==> config.mk <==
export PLATFORM = sky130hd
export DESIGN_NAME = sysctl_regbank
export DESIGN_NICKNAME = d
export VERILOG_FILES = /design/src/rtl/sysctl_pkg.sv /design/src/rtl/sysctl_addr_dec.sv /design/src/rtl/sysctl_id_rom.sv /design/src/rtl/sysctl_lane_mask.sv /design/src/rtl/sysctl_regbank.sv
export SDC_FILE = /design/constraint.sdc
export NUM_CORES = 1
export LEC_CHECK = 0
export ABC_AREA = 1
export CAP_MARGIN = 25
export CORE_MARGIN = 2
export CORE_UTILIZATION = 35
export DETAILED_ROUTE_END_ITERATION = 6
export PLACE_DENSITY_LB_ADDON = 0.1
export SLEW_MARGIN = 15
export SYNTH_ARGS = -nofsm -noshare
export SYNTH_HDL_FRONTEND = slang
export SYNTH_SLANG_ARGS = --single-unit
==> constraint.sdc <==
create_clock -name clk -period 6.6 [get_ports clk]
set_input_delay 0.99 -clock clk [delete_from_list [all_inputs] [get_ports clk]]
set_output_delay 0.99 -clock clk [all_outputs]
set_load 0.005 [all_outputs]
==> src/rtl/sysctl_pkg.sv <==
package sysctl_pkg;

    localparam int DATA_W = 32;
    localparam int STRB_W = DATA_W / 8;

    // Byte offsets of the register map
    localparam int unsigned OFF_DBG_STAT  = 32'h000;
    localparam int unsigned OFF_DBG_SET   = 32'h004;
    localparam int unsigned OFF_DBG_CLR   = 32'h008;
    localparam int unsigned OFF_SYNDROME  = 32'h100;
    localparam int unsigned OFF_RST_MASK  = 32'h104;
    localparam int unsigned OFF_SW_RESET  = 32'h108;
    localparam int unsigned OFF_RETAIN    = 32'h10C;
    localparam int unsigned OFF_SVEC      = 32'h110;
    localparam int unsigned OFF_CPU_HOLD  = 32'h118;
    localparam int unsigned OFF_BUS_HOLD  = 32'h11C;
    localparam int unsigned OFF_WAKE_CTL  = 32'h120;
    localparam int unsigned OFF_ID_FIRST  = 32'hFD0;
    localparam int unsigned ID_WORDS      = 12;

    // Reset values
    localparam logic [DATA_W-1:0] RV_SYNDROME = 32'h0000_0001;
    localparam logic [DATA_W-1:0] RV_SVEC     = 32'h1000_0000;

    typedef enum logic [3:0] {
        SEL_NONE,
        SEL_DBG_STAT,
        SEL_DBG_SET,
        SEL_DBG_CLR,
        SEL_SYNDROME,
        SEL_RST_MASK,
        SEL_SW_RESET,
        SEL_RETAIN,
        SEL_SVEC,
        SEL_CPU_HOLD,
        SEL_BUS_HOLD,
        SEL_WAKE_CTL,
        SEL_ID
    } reg_sel_e;

    // State cleared by the warm reset
    typedef struct packed {
        logic [DATA_W-1:0] dbg_stat;
        logic [DATA_W-1:0] syndrome;
        logic [DATA_W-1:0] rst_mask;
        logic [DATA_W-1:0] svec;
        logic [DATA_W-1:0] cpu_hold;
        logic [DATA_W-1:0] wake_ctl;
        logic              rst_req;
    } ctl_state_t;

    localparam ctl_state_t CTL_RESET = '{
        dbg_stat: '0,
        syndrome: RV_SYNDROME,
        rst_mask: '0,
        svec:     RV_SVEC,
        cpu_hold: '0,
        wake_ctl: '0,
        rst_req:  1'b0
    };

endpackage

==> src/rtl/sysctl_addr_dec.sv <==
module sysctl_addr_dec
    import sysctl_pkg::*;
#(
    parameter int ADDR_W   = 12,
    parameter int ID_COUNT = ID_WORDS,
    parameter int IDX_W    = $clog2(ID_COUNT)
) (
    input  logic [ADDR_W-1:0] addr,
    output reg_sel_e          sel,
    output logic [IDX_W-1:0]  id_idx
);
    localparam int WORD_W = ADDR_W - 2;

    localparam logic [WORD_W-1:0] W_DBG_STAT = WORD_W'(OFF_DBG_STAT >> 2);
    localparam logic [WORD_W-1:0] W_DBG_SET  = WORD_W'(OFF_DBG_SET  >> 2);
    localparam logic [WORD_W-1:0] W_DBG_CLR  = WORD_W'(OFF_DBG_CLR  >> 2);
    localparam logic [WORD_W-1:0] W_SYNDROME = WORD_W'(OFF_SYNDROME >> 2);
    localparam logic [WORD_W-1:0] W_RST_MASK = WORD_W'(OFF_RST_MASK >> 2);
    localparam logic [WORD_W-1:0] W_SW_RESET = WORD_W'(OFF_SW_RESET >> 2);
    localparam logic [WORD_W-1:0] W_RETAIN   = WORD_W'(OFF_RETAIN   >> 2);
    localparam logic [WORD_W-1:0] W_SVEC     = WORD_W'(OFF_SVEC     >> 2);
    localparam logic [WORD_W-1:0] W_CPU_HOLD = WORD_W'(OFF_CPU_HOLD >> 2);
    localparam logic [WORD_W-1:0] W_BUS_HOLD = WORD_W'(OFF_BUS_HOLD >> 2);
    localparam logic [WORD_W-1:0] W_WAKE_CTL = WORD_W'(OFF_WAKE_CTL >> 2);
    localparam logic [WORD_W-1:0] W_ID_LO    = WORD_W'(OFF_ID_FIRST >> 2);
    localparam logic [WORD_W:0]   W_ID_END   = (WORD_W+1)'(OFF_ID_FIRST >> 2)
                                             + (WORD_W+1)'(ID_COUNT);

    logic [WORD_W-1:0] word;
    logic [WORD_W-1:0] id_off;
    logic              in_id;

    assign word   = addr[ADDR_W-1:2];
    assign id_off = word - W_ID_LO;
    assign in_id  = (word >= W_ID_LO) && ({1'b0, word} < W_ID_END);

    always_comb begin
        sel = SEL_NONE;
        if (in_id) begin
            sel = SEL_ID;
        end else begin
            case (word)
                W_DBG_STAT: sel = SEL_DBG_STAT;
                W_DBG_SET:  sel = SEL_DBG_SET;
                W_DBG_CLR:  sel = SEL_DBG_CLR;
                W_SYNDROME: sel = SEL_SYNDROME;
                W_RST_MASK: sel = SEL_RST_MASK;
                W_SW_RESET: sel = SEL_SW_RESET;
                W_RETAIN:   sel = SEL_RETAIN;
                W_SVEC:     sel = SEL_SVEC;
                W_CPU_HOLD: sel = SEL_CPU_HOLD;
                W_BUS_HOLD: sel = SEL_BUS_HOLD;
                W_WAKE_CTL: sel = SEL_WAKE_CTL;
                default:    sel = SEL_NONE;
            endcase
        end
    end

    assign id_idx = in_id ? id_off[IDX_W-1:0] : '0;

endmodule

==> src/rtl/sysctl_id_rom.sv <==
module sysctl_id_rom
    import sysctl_pkg::*;
#(
    parameter int IDX_W = 4
) (
    input  logic [IDX_W-1:0]  idx,
    output logic [DATA_W-1:0] word
);
    // Identification words, listed by ascending address
    always_comb begin
        case (idx)
            IDX_W'(0):  word = 32'h04;
            IDX_W'(1):  word = 32'h00;
            IDX_W'(2):  word = 32'h00;
            IDX_W'(3):  word = 32'h00;
            IDX_W'(4):  word = 32'h54;
            IDX_W'(5):  word = 32'hB8;
            IDX_W'(6):  word = 32'h0B;
            IDX_W'(7):  word = 32'h00;
            IDX_W'(8):  word = 32'h0D;
            IDX_W'(9):  word = 32'hF0;
            IDX_W'(10): word = 32'h05;
            IDX_W'(11): word = 32'hB1;
            default:    word = '0;
        endcase
    end

endmodule

==> src/rtl/sysctl_lane_mask.sv <==
module sysctl_lane_mask
    import sysctl_pkg::*;
(
    input  logic [DATA_W-1:0] wdata,
    input  logic [STRB_W-1:0] strb,
    output logic [DATA_W-1:0] wval
);
    // Unstrobed lanes are forced to zero, giving a zero-padded word
    for (genvar g = 0; g < STRB_W; g++) begin : g_lane
        assign wval[8*g +: 8] = strb[g] ? wdata[8*g +: 8] : 8'h00;
    end

endmodule

==> src/rtl/sysctl_regbank.sv <==
module sysctl_regbank
    import sysctl_pkg::*;
#(
    parameter int ADDR_W      = 12,
    parameter int RSTREQ_BIT  = 9,
    parameter int ID_COUNT    = ID_WORDS
) (
    input  logic              clk,
    input  logic              por_n,
    input  logic              rst_n,
    input  logic              bus_sel,
    input  logic              bus_enable,
    input  logic              bus_write,
    input  logic [ADDR_W-1:0] bus_addr,
    input  logic [31:0]       bus_wdata,
    input  logic [3:0]        bus_strb,
    output logic [31:0]       bus_rdata,
    output logic              bus_ready,
    output logic              sys_reset_req
);
    localparam int IDX_W = $clog2(ID_COUNT);

    logic              sys_rst_n;
    logic              wr_fire;
    logic              rd_fire;
    reg_sel_e          sel;
    logic [IDX_W-1:0]  id_idx;
    logic [DATA_W-1:0] id_word;
    logic [DATA_W-1:0] wval;
    logic [DATA_W-1:0] rd_word;

    ctl_state_t        st_d, st_q;
    logic [DATA_W-1:0] retain_d, retain_q;

    assign sys_rst_n = por_n & rst_n;
    assign wr_fire   = bus_sel & bus_enable & bus_write;
    assign rd_fire   = bus_sel & bus_enable & ~bus_write;

    sysctl_addr_dec #(
        .ADDR_W   (ADDR_W),
        .ID_COUNT (ID_COUNT),
        .IDX_W    (IDX_W)
    ) u_dec (
        .addr   (bus_addr),
        .sel    (sel),
        .id_idx (id_idx)
    );

    sysctl_id_rom #(
        .IDX_W (IDX_W)
    ) u_idrom (
        .idx  (id_idx),
        .word (id_word)
    );

    sysctl_lane_mask u_mask (
        .wdata (bus_wdata),
        .strb  (bus_strb),
        .wval  (wval)
    );

    // Next-state computation
    always_comb begin
        st_d         = st_q;
        st_d.rst_req = 1'b0;
        retain_d     = retain_q;
        if (wr_fire) begin
            case (sel)
                SEL_DBG_SET:  st_d.dbg_stat = st_q.dbg_stat | wval;
                SEL_DBG_CLR:  st_d.dbg_stat = st_q.dbg_stat & ~wval;
                SEL_SYNDROME: st_d.syndrome = wval;
                SEL_RST_MASK: st_d.rst_mask = wval;
                SEL_SW_RESET: st_d.rst_req  = wval[RSTREQ_BIT];
                SEL_RETAIN:   retain_d      = wval;
                SEL_SVEC:     st_d.svec     = wval;
                SEL_CPU_HOLD: st_d.cpu_hold = wval;
                SEL_WAKE_CTL: st_d.wake_ctl = wval;
                default:      ;
            endcase
        end
    end

    // Warm-domain state
    always_ff @(posedge clk or negedge sys_rst_n) begin
        if (!sys_rst_n) begin
            st_q <= CTL_RESET;
        end else begin
            st_q <= st_d;
        end
    end

    // Retention word: power-on domain only
    always_ff @(posedge clk or negedge por_n) begin
        if (!por_n) begin
            retain_q <= '0;
        end else begin
            retain_q <= retain_d;
        end
    end

    // Read multiplexer
    always_comb begin
        case (sel)
            SEL_DBG_STAT: rd_word = st_q.dbg_stat;
            SEL_SYNDROME: rd_word = st_q.syndrome;
            SEL_RST_MASK: rd_word = st_q.rst_mask;
            SEL_RETAIN:   rd_word = retain_q;
            SEL_SVEC:     rd_word = st_q.svec;
            SEL_CPU_HOLD: rd_word = st_q.cpu_hold;
            SEL_WAKE_CTL: rd_word = st_q.wake_ctl;
            SEL_ID:       rd_word = id_word;
            default:      rd_word = '0;
        endcase
    end

    assign bus_rdata     = rd_fire ? rd_word : '0;
    assign bus_ready     = 1'b1;
    assign sys_reset_req = st_q.rst_req;


    dbg_set_or_chk: assert property (@(posedge clk) disable iff (!sys_rst_n)
        (wr_fire && sel == SEL_DBG_SET) |=> ((st_q.dbg_stat & $past(wval)) == $past(wval)));


    dbg_clr_andnot_chk: assert property (@(posedge clk) disable iff (!sys_rst_n)
        (wr_fire && sel == SEL_DBG_CLR) |=> ((st_q.dbg_stat & $past(wval)) == '0));


    dbg_stat_ro_chk: assert property (@(posedge clk) disable iff (!sys_rst_n)
        !(wr_fire && (sel == SEL_DBG_SET || sel == SEL_DBG_CLR)) |=> $stable(st_q.dbg_stat));


    retain_hold_chk: assert property (@(posedge clk) disable iff (!por_n)
        !(bus_sel && bus_enable && bus_write && sel == SEL_RETAIN) |=> $stable(retain_q));


    rstreq_cause_chk: assert property (@(posedge clk) disable iff (!sys_rst_n)
        $rose(sys_reset_req) |-> $past(bus_sel && bus_enable && bus_write &&
                                       sel == SEL_SW_RESET && bus_wdata[RSTREQ_BIT]));


    rdata_idle_chk: assert property (@(posedge clk) disable iff (!sys_rst_n)
        !(bus_sel && bus_enable && !bus_write) |-> (bus_rdata == '0));

endmodule

; ---- Yosys cells after proc, flatten, opt, wreduce, memory -nomap -nowiden
; Memory sizes are Yosys's and may differ from the RTL's.
; Cells that the tools add are included.
[op_classes]
addsub = 1
n_lt_le_gt_ge = 1
n_eq_ne = 21
muxes = 12
bitwise = 8
reduce_logical = 9
[op_table]
columns = operator, n
row1 = $pmux 32 s8, 1
row2 = $eq 10x7->1 const B, 8
row3 = $pmux 32 s2, 1
row4 = $pmux 4 s11, 1
row5 = $and 32x32->32, 1
row6 = $mux 32, 1
row7 = $mux 8, 4
row8 = $not 32->32, 1
row9 = $or 32x32->32, 1
row10 = $eq 4x3->1 const B, 4
row11 = $eq 4x4->1 const B, 4
row12 = $reduce_and 2->1, 7
row13 = $eq 10x1->1 const B, 1
row14 = $eq 10x2->1 const B, 1
row15 = $ge 10x10->1 const B, 1
row16 = $logic_not 10->1, 1
row17 = $eq 4x2->1 const B, 2
row18 = $mux 4, 2
row19 = $and 1x1->1, 4
row20 = $eq 4x1->1 const B, 1
row21 = $sub 4x3->4 const B, 1
row22 = $mux 1, 2
row23 = $reduce_bool 2->1, 1
row24 = $not 1->1, 1
[totals]
reg_bits = 225
mem_bits_ro = 128
output_inout_bits = 34
elab_cells = 61
n_memories = 1
[mem_list]
columns = memory, depth, word_bits, rd, rd_ports_with_merged_regs, wr, line_no
row1 = (no name shown), 16, 8, 1, 0, 0, sysctl_id_rom.sv:11  ; case (idx)

; ---- Logic depth before layout (Yosys ltp)
; Gate-level depths: netlist of the first run.
[logic_depth]
ltp_word = 6
mapped_depth = 16
depth_no_buf = 14

; ---- Cells and area by module
; Synthesis of the first run repeated with hierarchy kept, for this count alone.
[hier_totals]
hier_cells = 1538
hier_area_um2 = 11621.1
[by_module_without_submodules]
columns = mod, n_inst, cells_per_inst, area_per_inst_um2
row1 = sysctl_regbank, 1, 1347, 10656.5
row2 = sysctl_id_rom, 1, 55, 362.8
row3 = sysctl_addr_dec, 1, 68, 341.6
row4 = sysctl_lane_mask, 1, 68, 260.2

; ---- Worst setup path before layout of the first run
; OpenSTA, ideal clock, no wires.
[synth_timing]
path_kind = in2out
start = in bus_addr[4]
end = out bus_rdata[12]
arrival_time_ns = 2.681
setup_slack_ns = 2.929
path_stages = 15
path_buffers = 1
path_cell_list = inv_1 > ha_1 > nand2_1 > nor2_1 > inv_2 > nor2_4 > nor2_1 > nand2_1 > nor2_1 > nor2_4 > buf_1 > nand3_1 > nand2_1 > nor2_1 > a21oi_1
[synth_via]
elab_chain_cells = 6
word_cells_on_any_way = 24
cone_classes = 1 x order compare / 18 x eq/ne / 4 x mux / 1 x reduce/logical
[synth_rtl]
columns = element, line_no
row1 = "start, declared", sysctl_regbank.sv:14  ; input logic [ADDR_W-1:0] bus_addr,
row2 = branches (longest 2 deep; another with $ge 10x10->1), n/a
row3 = $mux 4 (*), sysctl_addr_dec.sv:39  ; if (in_id) begin
row4 = "$eq 4x4->1, or another cell as far along", sysctl_regbank.sv:103  ; case (sel)
row5 = $pmux 32 s8 (*), sysctl_regbank.sv:103
row6 = $mux 32 (*), sysctl_regbank.sv:116  ; assign bus_rdata = rd_fire ? rd_word : '0;
row7 = "end, declared", sysctl_regbank.sv:17  ; output logic [31:0] bus_rdata,
; Every way passes the cells marked *.

; ---- Worst setup path after layout of the first run
[layout_timing]
start = in bus_addr[4]
end = out bus_rdata[9]
; Same word-level chain as after synthesis.

==> summary.md, run 1 <==
| Metric | Value |
|---|---|
| Status | finished clean |
| First-pass GRT wire length | 52.4 mm |
| # DRC | 0 |
| CTS hold repair buffers | 0 |
| Met2 Usage GRT | around a third |
| Synthesized area per cell | 7.78 um2 |
| Vias | between 9,000 and 10,000 |
| Wire per inst | around 17 um |
| Startpoint Class | primary input |
| Delay of the slowest critical-path stage | 0.56 ns |
| Post-DP HPWL | a little under 20 mm |
| Fmax achieved | 183 MHz |
| Gr usage total | 20.1% |
| CP max FO | 17 |
| Crit. End Element | output port |
| Fin. max-slew vios | 0 |
| Clk slew on worst S/H paths | around 0.050 ns |
| Final hold vios | 0 |
| WL final | 32.4 mm |
| Max-Cap Viols | 0 |
| Initial DRT Pass Iterations | 5 |
| Gpl congestion | about 0.79 |
| Finished Layout Cells | between 1,500 and 2,000 |
| Commonest non-fill, non-tap cell in the layout | nand2_1 |
| Most frequent cells in the layout | 461 x nand2_1, 223 x dfrtp_1, 137 x nor2_1 |
| Number of routed nets with antenna violations | 0 |
| Final-report setup violation count | 0 |
| Die ar. | approximately 33,000 um2 |
| Die H | ~180 um |
| CTS Sinks | approximately 230 |
| Initial Utilization | between 30% and 40% |
| Cts bufs inserted | 27 |
| Chip Width | about 180 um |
| Fin Clk Skew | 0 ns |
| Gr busiest metal | met2 |
| Setup Fix Bufs, Post-CTS | 0 |
| Initial detailed-routing violation count | approximately 630 |
| Unrepaired setup endpoints after global routing | false |
| Io pins | roughly 90 |
| Congestion Overflow GR | 0 |
| Hold Slack | just under 0.5 ns |
| Pwr Density | roughly 230 nW/um2 |
| CTS tree | built |
| PortBufs | 84 |
| Min-Delay Path Class | reg -> reg |
| Synthesized area | ~11,000 um2 |
| Mean number of vias per cell | between 4 and 5 |
| Final worst path period share | between 80 and 90% |
| Synth area leader | dfrtp_1 |
| Netlist cell types | 28 |
| Cells along the critical path | clkdlybuf4s50_1 -> inv_1 -> ha_1 -> nand2_1 -> nor2_1 -> inv_2 -> nor2_1 -> nor2_1 -> nand3_4 -> o21ai_0 -> nand3_2 -> buf_4 -> a21oi_1 -> clkdlybuf4s50_1 |
| Row cnt | 64 |
| Crit path kind | in -> out |
| R2R setup slack | ~5.9 ns |
| Antenna fix cells | 0 |
| Setup_tns | 0 ns |
| Fin worst setup slack | about 1.1 ns |
| Synth top area cells | dfrtp_1 51%, nand2_1 16%, nand3_1 6.2% |
| Post-CTS Resized | 0 |
| Yosys warning count | 0 |
| Net Count, Synth | 1,462 |
| Post-Place Setup Slack | between 1 and 1.5 ns |
| Pwr Total | about 3.0 mW |
| Clk_lat worst skew | ~0.54 ns |
| Cell count after synthesis | about 1,400 |
| Largest net degree at the start of global routing | ~130 |
| NumNets Final | 1,518 |
| Met1 usage in global routing | ~28% |
| Least-Margin Pin Slew | around 0.93 ns |
| Cell mode on critical path | nor2_1 |
| Crit path required time | about 5.6 ns |
| Yosys reg bits | roughly 230 |
| CTS H-tree lvls | 1 |
| Initial antenna violation count | 0 |
| Root buffer cell | clkbuf_16 |
| Max transition margin | 38.0% |
| Clock Tree Buf Depth | 3 |
| Top cell type's share of synthesized area | around half |
| Seq/Total Area, Yosys | approximately 52% |
| Period minus WS final | roughly 5.5 ns |
| Met3 Use GR | roughly 2.5% |
| Critical path arrival | approximately 4.5 ns |
| Leakage | roughly 6 nW |
| Worst vdd ir | roughly 0.19 mV |
| Placed cell count | between 1,500 and 2,000 |
| Core area | between 30,000 and 40,000 um2 |
| Layout area overhead | 18.4% |
| Vias in the first global route | between 9,000 and 10,000 |
| Slowest cell on crit path | clkdlybuf4s50_1 |
| Layout cells sized above 1 | around 7.3% |
==> kinds of logic (layout without fill, tap and decap cells) <==
logic type | after synthesis | after routing | share of synthesized area (%)
and+or+nand+nor | 766 | 766 | 29.4
AOI/OAI and AO/OA | 264 | 264 | 12.2
DFF | 225 | 225 | 51.7
buffers and inverters | 136 | 212 | 5.73
adders and majority gates | 8 | 8 | 0.919
other | 1 | 1 | 0.0344
==> Yosys cell counts <==
master	instances
clkbuf_1	40
dfstp_2	2
nand3b_1	1
nor2_4	8
nand4_1	3
nor2_2	4
inv_1	45
dfrtp_1	223
o21ai_1	60
conb_1	1
a21oi_1	68
nand3_2	5
o21ai_0	134
a22o_1	2
nand3_1	135
buf_4	13
buf_2	20
nor3_1	2
buf_1	4
nand3_4	1
inv_2	7
nand2_4	2
nand2_2	6
clkbuf_2	2
nand2_1	462
buf_6	5
ha_1	8
nor2_1	137
==> path summary, 6_finish.rpt <==
check / endpoint / cells after the start / start
setup / recovery: bus_rdata[9] / 14 / bus_addr[4]
hold / removal: retain_q[13] / 2 / retain_q[13]
setup reg to reg: st_q[93] / 2 / st_q[93]
hold reg to reg: retain_q[13] / 2 / retain_q[13]
max in group asynchronous: st_q[93] / 5 / por_n
min in group asynchronous: retain_q[0] / 2 / por_n
==> where the power goes <==
| part | internal [mW] | leakage (nW) | total, mW | switching, mW |
|---|---|---|---|---|
| clock network | 0.870 | 0.424 | 1.47 | 0.600 |
| logic | 0.0399 | 2.31 | 0.123 | 0.0833 |
| registers | 1.39 | 3.11 | 1.40 | 0.00541 |
==> metrics by stage <==
step,area [um2],utilization [%]
2_1_floorplan,10900,-
3_3_place_gp,12000,39.3
3_5_place_dp,12000,39.3
4_1_cts,12900,42.2
5_1_grt,12900,42.2
6_report,12900,42.2
==> routing by layer <==
layer / routed length [um] / vias up / part of all wire (%)
li1: - / 4652 / -
met1: 15900 / 4372 / 49
met2: 14900 / 181 / 46
met3: 1160 / 35 / 3.6
met4: 460 / 0 / 1.4
met5: 0 / - / 0
==> worst max-delay path: cells and delay by family <==
family	cells	cell delay (ns)
compound gates	2	0.49
fa+ha+maj	1	0.27
simple gates	6	1.00
buf+inv	5	1.71
==> cell type report <==
class                      instances  area (um2)
timing repair buffer             111        1050
clock inverter                     6        61.3
clock buffer                      43         806
fill                            3173       17700
inverter                          52         203
multi-input combinational       1039        4650
sequential                       225        5630
tap                              396         495
(Power assumes the default switching activity.)
==> run 2: changes to the inputs <==
clock period = 5.2 ns   (was 6.6 ns; I/O delays follow)
==> summary.md, run 2 (same netlist as run 1, synthesis figures left out) <==
| Metric | Value |
|---|---|
| Vias in the first global route | 9,126 (+0.15%) |
| CTS hold repair buffers | 0 (unchanged) |
| Area post-placement | 12,100 um2 (+0.90%) |
| Failing checks | DRC |
| Fin. max-slew vios | 0 (unchanged) |
| CTS tree | built |
| Largest net degree at the start of global routing | 116 (-7.2%) |
| Initial DRT Pass Iterations | 7 (+2) |
| Sequential cell area | 5630 um2 (unchanged) |
| Die H | 180 um (unchanged) |
| Post-CTS Resized | 0 (unchanged) |
| Multi-input gate area | 4650 um2 (unchanged) |
| Least-Margin Pin Slew | 0.701 ns (-0.229 ns) |
| Fin worst setup slack | 0.441 ns (-0.697 ns) |
| Final worst path period share | approximately nine tenths |
| Cells along the critical path | clkdlybuf4s50_1 -> inv_1 -> ha_1 -> nand2_1 -> nor2_1 -> inv_2 -> nor2_1 -> nor2_1 -> nand3_4 -> nand2_4 -> nor2_4 -> buf_12 -> nand2_1 -> nand2_1 -> nor2_1 -> a21oi_1 -> clkdlybuf4s50_1 |
| WL final | 32.3 mm (-0.48%) |
| Setup Fix Bufs, Post-CTS | 0 (unchanged) |
| Pwr Density | 285 nW/um2 (+23%) |
| Die ar. | 32,500 um2 (unchanged) |
| Fillers | 3,144 (-0.91%) |
| Min-Delay Path Class | reg -> reg |
| Mean number of vias per cell | 4.89 (-0.96%) |
| Clk slew on worst S/H paths | 0.05 ns (about the same) |
| Max-Cap Viols | 0 (unchanged) |
| Fin Clk Skew | 0 ns (unchanged) |
| Antenna fix cells | 0 (unchanged) |
| Initial Utilization | 35.6% (unchanged) |
| Cell mode on critical path | nor2_1 |
| Slowest cell on crit path | clkdlybuf4s50_1 |
| Congestion Overflow GR | 0 (unchanged) |
| Startpoint Class | primary input |
| Delay-heaviest family, CP | buffers and inverters |
| Critical path arrival | 3.98 ns (-0.49 ns) |
| Initial detailed-routing violation count | 776 (+23%) |
| Leakage | 5.86 nW (+0.39%) |
| CTS Sinks | 225 (unchanged) |
| Worst vdd ir | 0.250 mV (+32%) |
| Crit. End Element | output port |
| Number of routed nets with antenna violations | 0 (unchanged) |
| Wire per inst | 17.2 um (-0.69%) |
| Cts bufs inserted | 27 (unchanged) |
| # DRC | 5 (+5) |
| Clock Tree Buf Depth | 3 (unchanged) |
| PortBufs | 84 (unchanged) |
| Clk_lat worst skew | 0.53 ns (about the same) |
| Final-report setup violation count | 0 (unchanged) |
| Gpl congestion | 0.781 (-0.89%) |
| Delay of the slowest critical-path stage | 0.58 ns (+0.02 ns) |
| Fmax achieved | about 210 MHz |
| NumNets Final | 1,523 (+0.33%) |
| Initial antenna violation count | 0 (unchanged) |
| CP max FO | 20 (+3) |
| Setup_tns | 0 ns (unchanged) |
| Finished Layout Cells | 1,876 (+0.21%) |
| Max transition margin | 53.3% (+15 points) |
| Unrepaired setup endpoints after global routing | false |
| Post-DP HPWL | 19.8 mm (+2.1%) |
| Row cnt | 64 (unchanged) |
| Placed cell count | 1,828 (+0.27%) |
| Core area | 30,600 um2 (unchanged) |
| Gr usage total | 20.1% (-0.081 points) |
| Chip Width | 180 um (unchanged) |
| Io pins | 88 (unchanged) |
| CTS H-tree lvls | 1 (unchanged) |
| Crit path kind | in -> out |
| Most frequent cells in the layout | 461 x nand2_1, 223 x dfrtp_1, 137 x nor2_1 |
| Vias | 9,171 (-0.75%) |
| Commonest non-fill, non-tap cell in the layout | nand2_1 |
| Post-Place Setup Slack | 0.428 ns (-0.672 ns) |
| Layout cells sized above 1 | 7.23% (-0.087 points) |
| Design area | 13,000 um2 (+0.48%) |
| Core Util, Final | 42.4% (+0.20 points) |
| Final hold vios | 0 (unchanged) |
| First-pass GRT wire length | 52.3 mm (-0.10%) |
| Status | complete, but fails checks |
| Layout area overhead | 19.0% |
| Root buffer cell | clkbuf_16 |
| Period minus WS final | around 4.8 ns |
| Crit path required time | 4.42 ns (-1.19 ns) |
| Worst Path Buf+Inv | 5 (unchanged) |
## run 2: final cells by class
class                   instances  area share [%]
flip-flops and latches        225            43.4
multi-input cells            1039            35.9
repair buffers                116            8.98
clock buffers                  46            6.22
well taps                     396            3.82
inverters                      52            1.53
clock inverters                 2           0.106
## run 2: stage by stage
stage               hold WS, ns  power (mW)
floorplan                 0.443        1.88
global placement          0.456        1.97
detailed placement        0.460        1.97
CTS                       0.474        3.75
global route              0.503        3.84
finish                    0.475        3.70
## run 2: worst paths after layout
path / from / end / slack (ns) / cells past startpoint
max reg2reg: st_q[129] / st_q[129] / 4.46 / 2
max in group asynchronous: rst_n / st_q[131] / 3.38 / 5
min reg2reg: st_q[138] / st_q[138] / 0.48 / 2
min: st_q[138] / st_q[138] / 0.48 / 2
max: bus_addr[4] / bus_rdata[21] / 0.44 / 17
min in group asynchronous: por_n / retain_q[6] / 0.50 / 2
## run 2: worst reg2reg max path, stage by stage, from the launching register on
cell and delay [ns]:
dfstp_2 0.53, nand2_1 0.04, o21ai_0 0.09
## run 2: metal layers
layer	global-route usage, %	wire (um)
met5	0	0
met4	3.58	506
met2	33.3	14800
met1	28.6	15800
met3	2.45	1120
## run 2: where the power goes
part           leakage [nW]  total [mW]  switching [mW]  internal (mW)
clock                 0.400        1.77           0.722           1.04
combinational          2.35       0.160           0.107         0.0526
sequential             3.11        1.77         0.00683           1.77
